## src/rtl/fbs_pkg.sv

```systemverilog
// Package: types shared by the scanout pipeline stages.
package fbs_pkg;

    // Beam control flags carried alongside each pipeline stage.
    typedef struct packed {
        logic de;
        logic hs;
        logic vs;
    } fbs_ctl_t;

    localparam int PIX_W = 8;
    localparam int RED_W = 3;
    localparam int GRN_W = 3;
    localparam int BLU_W = 2;

endpackage

```

## src/rtl/fbs_timing.sv

```systemverilog
// Raster timing generator.
// Counts pixel positions and lines of a progressive raster and derives the
// active-area, sync flags and framebuffer coordinates (output coordinate / 2).
// Assumes all porch/sync parameters are >= 1 and active sizes are even.
module fbs_timing
    import fbs_pkg::*;
#(
    parameter int H_ACTIVE = 640,
    parameter int H_FP     = 16,
    parameter int H_SYNC   = 96,
    parameter int H_BP     = 48,
    parameter int V_ACTIVE = 480,
    parameter int V_FP     = 10,
    parameter int V_SYNC   = 2,
    parameter int V_BP     = 33,
    parameter int HW       = 10,
    parameter int VW       = 10
) (
    input  logic          clk,
    input  logic          rst_n,
    output logic [HW-2:0] col,
    output logic          even,
    output logic [VW-2:0] row,
    output fbs_ctl_t      ctl
);
    localparam int H_TOTAL = H_ACTIVE + H_FP + H_SYNC + H_BP;
    localparam int V_TOTAL = V_ACTIVE + V_FP + V_SYNC + V_BP;
    localparam logic [HW-1:0] H_LAST   = HW'(H_TOTAL - 1);
    localparam logic [VW-1:0] V_LAST   = VW'(V_TOTAL - 1);
    localparam logic [HW-1:0] H_ACT    = HW'(H_ACTIVE);
    localparam logic [VW-1:0] V_ACT    = VW'(V_ACTIVE);
    localparam logic [HW-1:0] HS_BEGIN = HW'(H_ACTIVE + H_FP);
    localparam logic [HW-1:0] HS_END   = HW'(H_ACTIVE + H_FP + H_SYNC);
    localparam logic [VW-1:0] VS_BEGIN = VW'(V_ACTIVE + V_FP);
    localparam logic [VW-1:0] VS_END   = VW'(V_ACTIVE + V_FP + V_SYNC);

    logic [HW-1:0] hpos;
    logic [VW-1:0] vpos;

    // Advance the beam position, wrapping at line and frame ends.
    always_ff @(posedge clk) begin
        if (!rst_n) begin
            hpos <= '0;
            vpos <= '0;
        end else if (hpos == H_LAST) begin
            hpos <= '0;
            vpos <= (vpos == V_LAST) ? '0 : vpos + 1'b1;
        end else begin
            hpos <= hpos + 1'b1;
        end
    end

    // Decode flags and framebuffer coordinates from the beam position.
    always_comb begin
        ctl.de = (hpos < H_ACT) && (vpos < V_ACT);
        ctl.hs = (hpos >= HS_BEGIN) && (hpos < HS_END);
        ctl.vs = (vpos >= VS_BEGIN) && (vpos < VS_END);
        col    = hpos[HW-1:1];
        even   = ~hpos[0];
        row    = vpos[VW-1:1];
    end

endmodule

```

## src/rtl/fbs_fetch.sv

```systemverilog
// SRAM read sequencer.
// Issues one registered read per pixel pair (even active column) and latches
// the returned byte at the following edge; flags are delayed to match.
// Assumes the asynchronous SRAM returns data within one clock of the strobe.
module fbs_fetch
    import fbs_pkg::*;
#(
    parameter int CW     = 9,
    parameter int RW     = 9,
    parameter int FB_W   = 320,
    parameter int ADDR_W = 17
) (
    input  logic              clk,
    input  logic              rst_n,
    input  logic [CW-1:0]     col,
    input  logic              even,
    input  logic [RW-1:0]     row,
    input  fbs_ctl_t          ctl_in,
    output logic [ADDR_W-1:0] sram_addr,
    output logic              sram_oe_n,
    input  logic [PIX_W-1:0]  sram_data,
    output logic [PIX_W-1:0]  pix,
    output fbs_ctl_t          ctl_out
);
    localparam logic [ADDR_W-1:0] STRIDE = ADDR_W'(FB_W);

    logic [ADDR_W-1:0] addr_next;
    logic              rd_start;
    fbs_ctl_t          ctl_mid;

    // Linear address of the framebuffer pixel under the beam.
    always_comb begin
        addr_next = ADDR_W'(row) * STRIDE + ADDR_W'(col);
        rd_start  = ctl_in.de && even;
    end

    // Drive the SRAM strobe and address for one cycle per pixel pair.
    always_ff @(posedge clk) begin
        if (!rst_n) begin
            sram_oe_n <= 1'b1;
            sram_addr <= '0;
            ctl_mid   <= '0;
        end else begin
            sram_oe_n <= ~rd_start;
            if (rd_start) sram_addr <= addr_next;
            ctl_mid   <= ctl_in;
        end
    end

    // Capture read data only at the end of a read cycle.
    always_ff @(posedge clk) begin
        if (!rst_n) begin
            pix     <= '0;
            ctl_out <= '0;
        end else begin
            if (!sram_oe_n) pix <= sram_data;
            ctl_out <= ctl_mid;
        end
    end

endmodule

```

## src/rtl/fbs_widen.sv

```systemverilog
// Colour channel widener.
// Replicates an IN_W-bit channel MSB-first until OUT_W bits are filled,
// so full scale maps to full scale. Assumes OUT_W >= IN_W.
module fbs_widen #(
    parameter int IN_W  = 3,
    parameter int OUT_W = 8
) (
    input  logic [IN_W-1:0]  narrow,
    output logic [OUT_W-1:0] wide
);
    // Each output bit copies the input bit at the same place in the pattern.
    for (genvar i = 0; i < OUT_W; i++) begin : g_rep
        assign wide[OUT_W-1-i] = narrow[IN_W-1-(i % IN_W)];
    end

endmodule

```

## src/rtl/fb_scanout.sv

```systemverilog
// Pixel-doubled bitmap scanout top.
// Timing -> SRAM fetch -> colour widening -> registered video outputs.
// Video outputs lag the beam counters by three clocks; SRAM strobe by one.
// Assumes one pixel clock domain and synchronous active-low reset.
module fb_scanout
    import fbs_pkg::*;
#(
    parameter int H_ACTIVE = 640,
    parameter int H_FP     = 16,
    parameter int H_SYNC   = 96,
    parameter int H_BP     = 48,
    parameter int V_ACTIVE = 480,
    parameter int V_FP     = 10,
    parameter int V_SYNC   = 2,
    parameter int V_BP     = 33,
    parameter int OUT_W    = 8,
    parameter int FB_W     = H_ACTIVE / 2,
    parameter int FB_H     = V_ACTIVE / 2,
    parameter int ADDR_W   = $clog2(FB_W * FB_H)
) (
    input  logic              clk,
    input  logic              rst_n,
    output logic [ADDR_W-1:0] sram_addr,
    output logic              sram_oe_n,
    input  logic [7:0]        sram_data,
    output logic              vid_de,
    output logic              vid_hsync,
    output logic              vid_vsync,
    output logic [OUT_W-1:0]  vid_r,
    output logic [OUT_W-1:0]  vid_g,
    output logic [OUT_W-1:0]  vid_b
);
    localparam int HW = $clog2(H_ACTIVE + H_FP + H_SYNC + H_BP);
    localparam int VW = $clog2(V_ACTIVE + V_FP + V_SYNC + V_BP);

    logic [HW-2:0]    col;
    logic [VW-2:0]    row;
    logic             even;
    fbs_ctl_t         ctl0;
    fbs_ctl_t         ctl2;
    logic [PIX_W-1:0] pix;
    logic [OUT_W-1:0] r_w, g_w, b_w;

    fbs_timing #(
        .H_ACTIVE(H_ACTIVE), .H_FP(H_FP), .H_SYNC(H_SYNC), .H_BP(H_BP),
        .V_ACTIVE(V_ACTIVE), .V_FP(V_FP), .V_SYNC(V_SYNC), .V_BP(V_BP),
        .HW(HW), .VW(VW)
    ) timing_i (
        .clk(clk), .rst_n(rst_n),
        .col(col), .even(even), .row(row), .ctl(ctl0)
    );

    fbs_fetch #(
        .CW(HW - 1), .RW(VW - 1), .FB_W(FB_W), .ADDR_W(ADDR_W)
    ) fetch_i (
        .clk(clk), .rst_n(rst_n),
        .col(col), .even(even), .row(row), .ctl_in(ctl0),
        .sram_addr(sram_addr), .sram_oe_n(sram_oe_n), .sram_data(sram_data),
        .pix(pix), .ctl_out(ctl2)
    );

    fbs_widen #(.IN_W(RED_W), .OUT_W(OUT_W)) widen_r_i (
        .narrow(pix[PIX_W-1 -: RED_W]), .wide(r_w));
    fbs_widen #(.IN_W(GRN_W), .OUT_W(OUT_W)) widen_g_i (
        .narrow(pix[BLU_W +: GRN_W]), .wide(g_w));
    fbs_widen #(.IN_W(BLU_W), .OUT_W(OUT_W)) widen_b_i (
        .narrow(pix[BLU_W-1:0]), .wide(b_w));

    // Register the video outputs, forcing black outside the active area.
    always_ff @(posedge clk) begin
        if (!rst_n) begin
            vid_de    <= 1'b0;
            vid_hsync <= 1'b0;
            vid_vsync <= 1'b0;
            vid_r     <= '0;
            vid_g     <= '0;
            vid_b     <= '0;
        end else begin
            vid_de    <= ctl2.de;
            vid_hsync <= ctl2.hs;
            vid_vsync <= ctl2.vs;
            vid_r     <= ctl2.de ? r_w : '0;
            vid_g     <= ctl2.de ? g_w : '0;
            vid_b     <= ctl2.de ? b_w : '0;
        end
    end

endmodule

```

## config.mk

```make
export PLATFORM = sky130hd
export DESIGN_NAME = fb_scanout
export DESIGN_NICKNAME = d
export VERILOG_FILES = /design/src/rtl/fbs_pkg.sv /design/src/rtl/fbs_timing.sv /design/src/rtl/fbs_fetch.sv /design/src/rtl/fbs_widen.sv /design/src/rtl/fb_scanout.sv
export SDC_FILE = /design/constraint.sdc
export NUM_CORES = 1
export LEC_CHECK = 0
export BUFFER_PORTS_ARGS = -buffer_cell sky130_fd_sc_hd__buf_2
export CAP_MARGIN = 20
export CORE_MARGIN = 3
export CORE_UTILIZATION = 40
export CTS_CLUSTER_SIZE = 10
export DETAILED_ROUTE_END_ITERATION = 7
export GPL_ROUTABILITY_DRIVEN = 0
export PLACE_DENSITY = 0.59
export SLEW_MARGIN = 20
export SYNTH_ARGS = -nofsm -noshare
export SYNTH_HDL_FRONTEND = slang
export SYNTH_SLANG_ARGS = --single-unit
```

## constraint.sdc

```tcl
create_clock -name clk -period 4.1 [get_ports clk]
set_clock_uncertainty 0.2 [all_clocks]
set_input_delay 0.82 -clock clk [delete_from_list [all_inputs] [get_ports clk]]
set_output_delay 0.82 -clock clk [all_outputs]
set_load 0.005 [all_outputs]
```

# After elaboration in Yosys (flattened, before gate mapping)

Cells that the tools add are included.

Output and inout bits: 45
Word-level logic and storage cells: 39
Bits in registers: 79
Bits of input ports: 10

Order comparisons: 6
Reductions and logical operators: 6
Multiplexer cells: 1
$mul: 1
Bitwise operators: 3
Eq/ne operators: 2
$add $sub $neg: 3

Operator list:

| kind                  | count |
|---|---|
| $add 10x1->10 const B | 2 |
| $eq 10x10->1 const B  | 2 |
| $lt 10x10->1 const B  | 2 |
| $lt 10x9->1 const B   | 2 |
| $add 17x9->17         | 1 |
| $mul 9x3->11 const B  | 1 |
| $ge 10x10->1 const B  | 1 |
| $ge 10x9->1 const B   | 1 |
| $mux 10               | 1 |
| $logic_and 1x1->1     | 4 |
| $not 1->1             | 3 |
| $reduce_and 2->1      | 1 |
| $reduce_or 2->1       | 1 |

# Depth between registers and ports, before layout

Gate-level depths: netlist of run 1.

Depth after elaboration: 4
Depth in mapped cells: 9
Depth with buffers taken out: 9

# Cells and area by module

Synthesis of run 1 repeated with hierarchy kept, for this count alone.

Cell total of the unflattened synthesis: 400
Area total of the unflattened synthesis: 3736.1 um^2

By module, submodules not included:

| module     | cells each | seq. area each (um^2) | area each (um^2) | instances |
|---|---|---|---|---|
| fbs_fetch  | 189        | 640.6                 | 1706.6           | 1 |
| fbs_timing | 129        | 400.4                 | 1098.6           | 1 |
| fb_scanout | 58         | 540.5                 | 750.7            | 1 |
| fbs_widen  | 8          | 0.0                   | 60.1             | 3 |

# Worst setup path after synthesis of run 1

Ideal clock, no wire load.

Kind: flip-flop to flip-flop
Start point: reg timing_i.vpos[2]
End point: reg fetch_i.sram_addr[15]
Data required time: 3.830 ns
Arrival time: 2.331 ns
Stages on the path, launching flop included: 10
Setup time: 0.070 ns
Clock period less this slack: 2.601 ns
Setup slack: 1.499 ns
Buffers on the path: 0
Path through: dfxtp_1 -> ha_1 -> ha_1 -> fa_1 -> a211oi_1 -> nor2_1 -> xor2_1 -> nand3_1 -> xor2_1 -> a21oi_1

Longest elaborated chain between the ends: 3
Elaborated cells between the ends (all ways): 5
Classes of those cells: add/sub (1); mul (1); order compare (1); reduce/logical (2)

Ends and longest elaborated chain:

| what                                                                  | line             | RTL |
|---|---|---|
| from (decl)                                                           | fbs_timing.sv:38 | `logic [VW-1:0] vpos;` |
| from (signal assigned)                                                | fbs_timing.sv:47 | `vpos <= (vpos == V_LAST) ? '0 : vpos + 1'b1;` |
| parallel branches: the longest is 3 deep, another holds $add 17x9->17 | -                |  |
| to (signal assigned)                                                  | fbs_fetch.sv:45  | `if (rd_start) sram_addr <= addr_next;` |
| to (decl)                                                             | fbs_fetch.sv:19  | `output logic [ADDR_W-1:0] sram_addr,` |

Parallel ways; which one is timed is not known.
A chain may end at the register's enable or synchronous reset.

# Worst setup path in the final report of run 1

Start point: reg timing_i.vpos[2]
End point: reg fetch_i.sram_addr[16]

Same word-level chain as after synthesis.

==> results of run 1 <==
[worst register-to-register path: stages, from the launching register on]
cell	delay (ns)
sky130_fd_sc_hd__dfxtp_1	0.45
sky130_fd_sc_hd__ha_1	0.28
sky130_fd_sc_hd__ha_1	0.23
sky130_fd_sc_hd__fa_1	0.41
sky130_fd_sc_hd__a211oi_1	0.36
sky130_fd_sc_hd__nor2_1	0.11
sky130_fd_sc_hd__xor2_1	0.29
sky130_fd_sc_hd__nand4_1	0.16
sky130_fd_sc_hd__xor2_1	0.19
sky130_fd_sc_hd__o21ai_1	0.07
[worst paths after layout]
kind,start,to
worst max-delay path,timing_i.vpos[2],fetch_i.sram_addr[16]
worst min-delay path,fetch_i.ctl_mid[2],fetch_i.ctl_out[2]
worst max register to register,timing_i.vpos[2],fetch_i.sram_addr[16]
worst min register to register,fetch_i.ctl_mid[2],fetch_i.ctl_out[2]
[cells in the mapped netlist (2+ instances only)]
cell type                  number
sky130_fd_sc_hd__nor2_1        25
sky130_fd_sc_hd__xor2_1        15
sky130_fd_sc_hd__or3_1          5
sky130_fd_sc_hd__inv_1          9
sky130_fd_sc_hd__a211oi_1       2
sky130_fd_sc_hd__and2_1        12
sky130_fd_sc_hd__xnor2_1       10
sky130_fd_sc_hd__buf_4         16
sky130_fd_sc_hd__a21oi_2        2
sky130_fd_sc_hd__mux2i_1        9
sky130_fd_sc_hd__ha_1          20
sky130_fd_sc_hd__a21boi_0       9
sky130_fd_sc_hd__nor3b_1        3
sky130_fd_sc_hd__and3_1        12
sky130_fd_sc_hd__nor3_1         5
sky130_fd_sc_hd__nor2b_1       13
sky130_fd_sc_hd__dfxtp_1       63
sky130_fd_sc_hd__clkbuf_1       9
sky130_fd_sc_hd__nand4_2        2
sky130_fd_sc_hd__fa_1           2
sky130_fd_sc_hd__nand4_1        9
sky130_fd_sc_hd__o211a_1        4
sky130_fd_sc_hd__o21ai_0        9
sky130_fd_sc_hd__nand2_1       35
sky130_fd_sc_hd__a21oi_1        4
sky130_fd_sc_hd__nand3_1        7
sky130_fd_sc_hd__o21ai_1        2
[through the flow]
step	area [um^2]	total power, mW	cells
detailed placement	3324	0.7044	459
CTS	3521	1.247	475
floorplan	3072	0.6854	330
finish	3521	1.226	475
global route	3521	1.279	475
global placement	3324	0.7040	459
[layer usage]
layer	wire [um]	part of all wire [%]	vias up	GRT usage (%)
met5	0	0	-	0
met2	2564	44	53	21.08
met4	104	1.8	0	7.220
li1	-	-	1199	-
met3	327	5.6	11	3.459
met1	2840	49	1053	18.67
[sequential cells by signal (all words and copies together), names as in the netlist]
| signal | cells |
|---|---|
| fetch_i.sram_addr | 17 |
| timing_i.hpos | 10 |
| timing_i.vpos | 10 |
| fetch_i.pix | 8 |
| fetch_i.ctl_mid | 3 |
| fetch_i.ctl_out | 3 |
| vid_g | 3 |
| vid_r | 3 |
| vid_b | 2 |
| fetch_i.sram_oe_n | 1 |
| vid_de | 1 |
| vid_hsync | 1 |
| vid_vsync | 1 |
[power groups by stage]
stage               Combinational [mW]  Clock, mW  Sequential (mW)
floorplan                       0.0371          0            0.648
global placement                0.0527          0            0.651
detailed placement              0.0523          0            0.652
CTS                             0.0524      0.556            0.638
global route                    0.0587      0.580            0.639
finish                          0.0513      0.537            0.638
[cell families (layout without fill, tap and decap cells)]
| family | Yosys count | in the layout | synth area share (%) |
|---|---|---|---|
| AOI/OAI and AO/OA | 42 | 42 | 9.858 |
| xor gates and xnor gates | 25 | 25 | 7.128 |
| adders and majority gates | 22 | 22 | 9.450 |
| buffers and inverters | 34 | 80 | 6.110 |
| DFF | 63 | 63 | 41.06 |
| muxes | 9 | 9 | 2.933 |
| and+or+nand+nor | 135 | 135 | 23.46 |
[layout make-up]
cell class / instances / area share [%]
inverters: 9 / 0.9595
clock buffers: 9 / 3.518
multi-input cells: 233 / 46.23
clock inverters: 7 / 2.061
well taps: 99 / 3.518
repair buffers: 55 / 7.889
flip-flops and latches: 63 / 35.82
==> reports/qor.log, run 1 <==
qor: sta.post-route-min-period 2.853 ns
qor: pwr.power.share.sequential 52.0%
qor: die.dieArea 0.008767 mm^2
qor: sta.timing.final.setup_violations 0
qor: global_route.wire_length_of_the_first_global_routing_pass 9715 um
qor: yosys.synth-edff-count 0
qor: pwr.power_frac_comb 4.2%
qor: worst_setup_path.depth_of_the_worst_register_to_register_path 9
qor: worst_setup_path.buf_inv_on_cp 0
qor: final_layout.insertedDiodeCount 0
qor: worst_hold_path.timing.hold.worst_path_depth 1
qor: pwr.switching_share 24.02%
qor: clock_network.clk_path_buf_depth 2
qor: yosys.yosys_warnings 0
qor: worst_setup_path.startpoint_type register
qor: routing.totalWireLength 5836 um
qor: clock_network.ctsRootBufferMaster sky130_fd_sc_hd__clkbuf_8
qor: die.ioPinCount 55
qor: clock_network.cts_hold_buffers 0
qor: clock_network.post_cts_clock_slew_at_the_launch_and_capture_registers_of_the_worst_setup_and_hold_paths 0.07 ns
qor: pwr.clockPowerShare 43.8%
qor: clock_network.post_cts_resize_count 0
qor: yosys.synth.area.top_cells sky130_fd_sc_hd__dfxtp_1 41%, sky130_fd_sc_hd__ha_1 8.1%, sky130_fd_sc_hd__nand2_1 4.3%, sky130_fd_sc_hd__xor2_1 4.3%, sky130_fd_sc_hd__buf_4 3.9%
qor: yosys.post_synthesis_cell_area 0.003072 mm^2
qor: pwr.p_switching 0.2945 mW
qor: worst_setup_path.sequence_of_cells_on_the_critical_path ha_1 > ha_1 > fa_1 > a211oi_1 > nor2_1 > xor2_1 > nand4_1 > xor2_1 > o21ai_1
qor: routing.dr_total_vias 2,316
qor: final_layout.n_fill_cell 742
qor: routing.drc 0
qor: yosys.seq_area_frac_synth 41.06%
qor: die.floorplan.initialDensity 41.68%
qor: clock_network.h-tree-depth 3
qor: routing.drt_iter0_drc 66
qor: global_route.overflow 0
qor: global_route.grt_pass1_vias 2,108
qor: worst_setup_path.critical_path_cell_count 9
qor: pwr.power.internal 0.9317 mW
qor: global_route.grt_use_total 14.06%
qor: placement.io_buffers 54
qor: worst_setup_path.critical-path-top-delay-family adder cells
qor: final_layout.post_route_cells_drive_above_1_share 21.28%
qor: clock_network.cts_tree yes
qor: clock_network.cts.sink_count 63
qor: final_layout.multi_input_comb_area 0.001628 mm^2
qor: die.die_height 93.63 um
qor: sta.max_freq 350.4 MHz
qor: yosys.synth_area_leader_cell sky130_fd_sc_hd__dfxtp_1
qor: yosys.synth_top_cell_area_share 41.06%
qor: run_status.run_status completed
qor: yosys.synth_async_sr_flop_share 0%
qor: pwr.power_density 348.3 mW/mm^2
qor: worst_setup_path.reg_to_reg_slack_setup 1.25 ns
qor: worst_setup_path.timing.critical_path.slowest_stage_cell sky130_fd_sc_hd__dfxtp_1
qor: die.coreArea 0.007370 mm^2
qor: worst_setup_path.worst_path_largest_cell_delay 0.45 ns
qor: final_layout.layout_commonest_cell sky130_fd_sc_hd__dfxtp_1
qor: worst_hold_path.worst_hold_path_type register to register
qor: pwr.power.leakage 1.673 nW
qor: final_layout.final-seq-area 0.001261 mm^2
qor: global_route.grt_max_degree 50
qor: placement.detailed_place_hpwl 4208 um
qor: die.std_cell_rows 31
qor: final_layout.nNetsFinal 403
qor: sta.rsz0062_at_grt no
qor: final_layout.final_core_util 47.78%
qor: routing.drt_first_pass_iters 4
qor: sta.tightest_slew 0.6937 ns
qor: final_layout.synthesis_to_layout_area_growth 14.62%
qor: die.floorplan.die.width 93.63 um
qor: worst_setup_path.crit_fanout 7
qor: yosys.yosys.cell_types.count 44
qor: yosys.postSynthCellCount 330
qor: global_route.antenna_found_initial 0
qor: yosys.synth-seq-cells 63
qor: worst_setup_path.required_time_at_the_endpoint_of_the_critical_path 4.13 ns
qor: sta.min_period_over_period 69.60%
qor: flow_run.max_cap_violations 0
qor: worst_setup_path.critical_path_class register to register
qor: routing.route.antenna.remaining_nets 0
qor: routing.post_drt_wl_per_cell 12.29 um
qor: sta.finalMaxSlewViolations 0
qor: sta.setup_tns_after_final_layout 0 ns
qor: placement.worst_setup_slack_after_placement 1.255 ns
qor: clock_network.clk_latency 0.34 ns
qor: sta.hold_ws 0.2325 ns
qor: sta.hold_viol_final 0
qor: clock_network.postCtsSetupRepairBufs 0
qor: clock_network.cts-buffers-inserted 9
qor: yosys.avgSynthCellArea 9.308 um^2
qor: sta.setup_slack 1.247 ns
qor: worst_setup_path.cp_data_arrival_time 2.88 ns
qor: routing.drt-vias-per-instance 4.876
qor: sta.timing.max_slew.rel_slack 53.76%
qor: pwr.vdd_ir_drop_max 0.0001556 V
qor: worst_setup_path.timing.critical_path.to_type register
qor: yosys.syn-num-nets 362
qor: final_layout.commonest_cells_after_routing_fill_and_taps_aside 63 x sky130_fd_sc_hd__dfxtp_1, 54 x sky130_fd_sc_hd__buf_2, 35 x sky130_fd_sc_hd__nand2_1, 25 x sky130_fd_sc_hd__nor2_1, 20 x sky130_fd_sc_hd__ha_1
qor: yosys.synthFlopType sky130_fd_sc_hd__dfxtp_1
Power figures use the tool's default switching activity.
==> run 2: changes to the inputs <==
--- a/config.mk
+++ b/config.mk
@@ -5,6 +5,7 @@
 export SDC_FILE = /design/constraint.sdc
 export NUM_CORES = 1
 export LEC_CHECK = 0
+export ABC_AREA = 1
 export BUFFER_PORTS_ARGS = -buffer_cell sky130_fd_sc_hd__buf_2
 export CAP_MARGIN = 20
 export CORE_MARGIN = 3
@@ -12,7 +13,7 @@
 export CTS_CLUSTER_SIZE = 10
 export DETAILED_ROUTE_END_ITERATION = 7
 export GPL_ROUTABILITY_DRIVEN = 0
-export PLACE_DENSITY = 0.59
+export PLACE_DENSITY = 0.61
 export SLEW_MARGIN = 20
 export SYNTH_ARGS = -nofsm -noshare
 export SYNTH_HDL_FRONTEND = slang
==> constraint.sdc (replaced) <==
create_clock -name clk -period 2.5 [get_ports clk]
set_clock_uncertainty 0.2 [all_clocks]
set_input_delay 0.5 -clock clk [delete_from_list [all_inputs] [get_ports clk]]
set_output_delay 0.5 -clock clk [all_outputs]
set_load 0.005 [all_outputs]
==> reports/qor.log, run 2 <==
qor: sta.timing.final.setup_violations 0
qor: worst_setup_path.startpoint_type register
qor: routing.drt-vias-per-instance 4.757
qor: die.ioPinCount 55
qor: final_layout.commonest_cells_after_routing_fill_and_taps_aside 71 x sky130_fd_sc_hd__nand2_1, 62 x sky130_fd_sc_hd__inv_1, 59 x sky130_fd_sc_hd__dfxtp_1, 54 x sky130_fd_sc_hd__buf_2, 41 x sky130_fd_sc_hd__nor2_1
qor: routing.drt_iter0_drc 75
qor: yosys.synthAdderAreaFrac 8.992%
qor: yosys.synth_top_family_by_area simple AND/OR/NAND/NOR gates
qor: final_layout.largest_reg_flops 17
qor: sta.min_period_over_period 96.06%
qor: yosys.yosys.cell_types.count 38
qor: worst_setup_path.path_common_cell sky130_fd_sc_hd__ha_4
qor: yosys.synthFlopType sky130_fd_sc_hd__dfxtp_1
qor: worst_setup_path.buf_inv_on_cp 2
qor: clock_network.clk_path_buf_depth 2
qor: final_layout.reg_top3 fetch_i.sram_addr: 17 flops, timing_i.hpos: 10 flops, timing_i.vpos: 10 flops
qor: yosys.synth_top_cell_area_share 39.07%
qor: yosys.post_synthesis_cell_area 0.003228 mm^2
qor: routing.route.antenna.remaining_nets 0
qor: sta.timing.max_slew.rel_slack 72.13%
qor: global_route.wire_length_of_the_first_global_routing_pass 10,630 um
qor: die.coreArea 0.007767 mm^2
qor: final_layout.finalInstanceArea 0.003877 mm^2
qor: worst_setup_path.cp_data_arrival_time 2.44 ns
qor: yosys.netlist_top_cells_count 73 x sky130_fd_sc_hd__nand2_1, 63 x sky130_fd_sc_hd__dfxtp_1, 62 x sky130_fd_sc_hd__inv_1
qor: global_route.antenna_found_initial 0
qor: sta.post-route-min-period 2.401 ns
qor: pwr.clockPowerShare 44.4%
qor: final_layout.synthesis_to_layout_area_growth 20.12%
qor: pwr.power.leakage 1.859 nW
qor: worst_setup_path.critical_path_class register to register
qor: sta.hold_viol_final 0
qor: final_layout.post_route_cells_drive_above_1_share 25.47%
qor: worst_setup_path.timing.critical_path.slowest_stage_cell sky130_fd_sc_hd__fa_1
qor: yosys.seq_area_frac_synth 39.07%
qor: worst_setup_path.timing.critical_path.to_type register
qor: yosys.yosys_warnings 0
qor: worst_hold_path.worst_hold_path_type register to register
qor: yosys.post_synth_mux_area_share 0%
qor: final_layout.stdcell_count 585
qor: yosys.synth.area.top_cells sky130_fd_sc_hd__dfxtp_1 39%, sky130_fd_sc_hd__nand2_1 8.5%, sky130_fd_sc_hd__ha_1 7.8%, sky130_fd_sc_hd__inv_1 7.2%, sky130_fd_sc_hd__nor2_1 4.8%
qor: worst_setup_path.critical-path-top-delay-family adder cells
qor: final_layout.largest-register fetch_i.sram_addr
qor: run_status.run_status completed
qor: clock_network.cts_tree yes
qor: die.std_cell_rows 32
qor: yosys.yosys.cell_count.top_type sky130_fd_sc_hd__nand2_1
qor: clock_network.cts.sink_count 63
qor: pwr.power.internal 1.611 mW
qor: yosys.synth-compound-area-share 11.12%
qor: placement.dp.cells 567
qor: yosys.synth_area_leader_cell sky130_fd_sc_hd__dfxtp_1
qor: die.floorplan.die.width 95.84 um
qor: die.dieArea 0.009184 mm^2
qor: routing.drc 0
qor: yosys.syn-num-nets 455
qor: yosys.synth-seq-cells 63
qor: die.die_height 95.84 um
qor: sta.rsz0062_at_grt yes
qor: routing.drt_first_pass_iters 4
qor: clock_network.clk_latency 0.33 ns
qor: pwr.p_switching 0.5021 mW
qor: sta.max_freq 416.4 MHz
qor: flow_run.max_cap_violations 0
qor: sta.tightest_slew 0.4170 ns
qor: yosys.avgSynthCellArea 7.631 um^2
qor: pwr.power_frac_comb 5.8%
qor: final_layout.insertedDiodeCount 0
qor: routing.totalWireLength 6667 um
qor: final_layout.n_fill_cell 760
qor: final_layout.layout_commonest_cell sky130_fd_sc_hd__nand2_1
qor: routing.dr_total_vias 2,783
qor: worst_setup_path.sequence_of_cells_on_the_critical_path ha_4 > ha_4 > fa_1 > xnor2_2 > buf_4 > a21oi_2 > nand3_2 > o21ai_2 > nand3_1 > nand2_1 > inv_1
qor: yosys.synth_xor_area_share 2.984%
qor: pwr.power_density 545.0 mW/mm^2
qor: pwr.post-layout-total-power 2.113 mW
qor: global_route.grt_pass1_vias 2,417
qor: clock_network.h-tree-depth 3
qor: clock_network.cts_hold_buffers 0
qor: pwr.switching_share 23.76%
qor: die.floorplan.initialDensity 41.56%
qor: worst_setup_path.worst_path_largest_cell_delay 0.46 ns
qor: clock_network.post_cts_clock_slew_at_the_launch_and_capture_registers_of_the_worst_setup_and_hold_paths 0.08 ns
qor: worst_setup_path.required_time_at_the_endpoint_of_the_critical_path 2.54 ns
qor: worst_setup_path.crit_fanout 3
qor: yosys.yosys.area_share.simple 24.81%
qor: pwr.power.share.sequential 49.8%
qor: yosys.postSynthCellCount 423
qor: routing.post_drt_wl_per_cell 11.40 um
qor: yosys.synth_async_sr_flop_share 0%
qor: pwr.vdd_ir_drop_max 0.0002632 V
qor: placement.io_buffers 54
qor: placement.post_dp_cell_area 0.003546 mm^2
qor: final_layout.nNetsFinal 510
qor: global_route.grt_use_total 14.76%
qor: global_route.overflow 0
qor: yosys.synth-edff-count 0
qor: global_route.grt_max_degree 28
qor: clock_network.ctsRootBufferMaster sky130_fd_sc_hd__clkbuf_8
qor: clock_network.cts-buffers-inserted 9
qor: final_layout.final_core_util 49.92%
qor: placement.detailed_place_hpwl 5100 um
qor: sta.finalMaxSlewViolations 0
qor: sta.setup_tns_after_final_layout 0 ns
## run 2: through the flow
step	setup WS, ns	hold WS [ns]
final	0.09854	0.2135
after detailed placement	0.005177	0.2027
after global routing	-0.04730	0.2293
after floorplan	0.007132	0.1905
after CTS	0.004964	0.2140
after global placement	0.05997	0.1968
## run 2: final timing paths
kind / start / to / slack, ns / cells past startpoint
setup / recovery: timing_i.vpos[2] / fetch_i.sram_addr[15] / 0.1 / 11
hold reg to reg: fetch_i.ctl_mid[2] / fetch_i.ctl_out[2] / 0.21 / 2
setup reg to reg: timing_i.vpos[2] / fetch_i.sram_addr[15] / 0.1 / 11
hold / removal: fetch_i.ctl_mid[2] / fetch_i.ctl_out[2] / 0.21 / 2
## run 2: final cells by class
cell class	instances	area [um^2]	share of cell area, %
Multi-Input combinational cell	269	1643	42.37
Tap cell	102	127.6	3.291
Timing Repair Buffer	67	367.9	9.487
Clock buffer	11	151.4	3.904
Sequential cell	63	1266	32.66
Clock inverter	5	63.81	1.646
Inverter	68	257.7	6.647
## run 2: timing repair
item,in CTS,in global routing
endpoints found under the setup margin,0,4
resized for setup,0,19
buffers inserted,0,2
## run 2: power by group through the flow
stage	clock (mW)	combinational, mW	sequential (mW)
2_1_floorplan	0	0.0790	1.08
6_report	0.937	0.123	1.05
4_1_cts	0.962	0.125	1.05
3_5_place_dp	0	0.124	1.08
3_3_place_gp	0	0.122	1.08
5_1_grt	1.01	0.141	1.06
## run 2: worst register-to-register path, stage by stage, from the launching register on
cell and delay, ns:
sky130_fd_sc_hd__dfxtp_2 0.34, sky130_fd_sc_hd__ha_4 0.24, sky130_fd_sc_hd__ha_4 0.16, sky130_fd_sc_hd__fa_1 0.46, sky130_fd_sc_hd__xnor2_2 0.19, sky130_fd_sc_hd__buf_4 0.15
sky130_fd_sc_hd__a21oi_2 0.13, sky130_fd_sc_hd__nand3_2 0.12, sky130_fd_sc_hd__o21ai_2 0.14, sky130_fd_sc_hd__nand3_1 0.08, sky130_fd_sc_hd__nand2_1 0.08, sky130_fd_sc_hd__inv_1 0.03
## run 2: kinds of logic (layout without fill, tap and decap cells)
family / count (synthesis) / count (layout)
AO/OA/AOI/OAI: 66 / 66
AND/OR/NAND/NOR: 170 / 170
adder cells (fa/ha/maj): 22 / 22
buffers and inverters: 91 / 151
XOR/XNOR: 11 / 11
flip-flops: 63 / 63
## run 2: routing by layer
metal  vias up  track usage [%]  wire, um
li1       1452                -         -
met1      1271            18.43      3149
met2        54            24.44      3101
met3         6            5.082       367
met4         0            3.555        48
met5         -                0         0
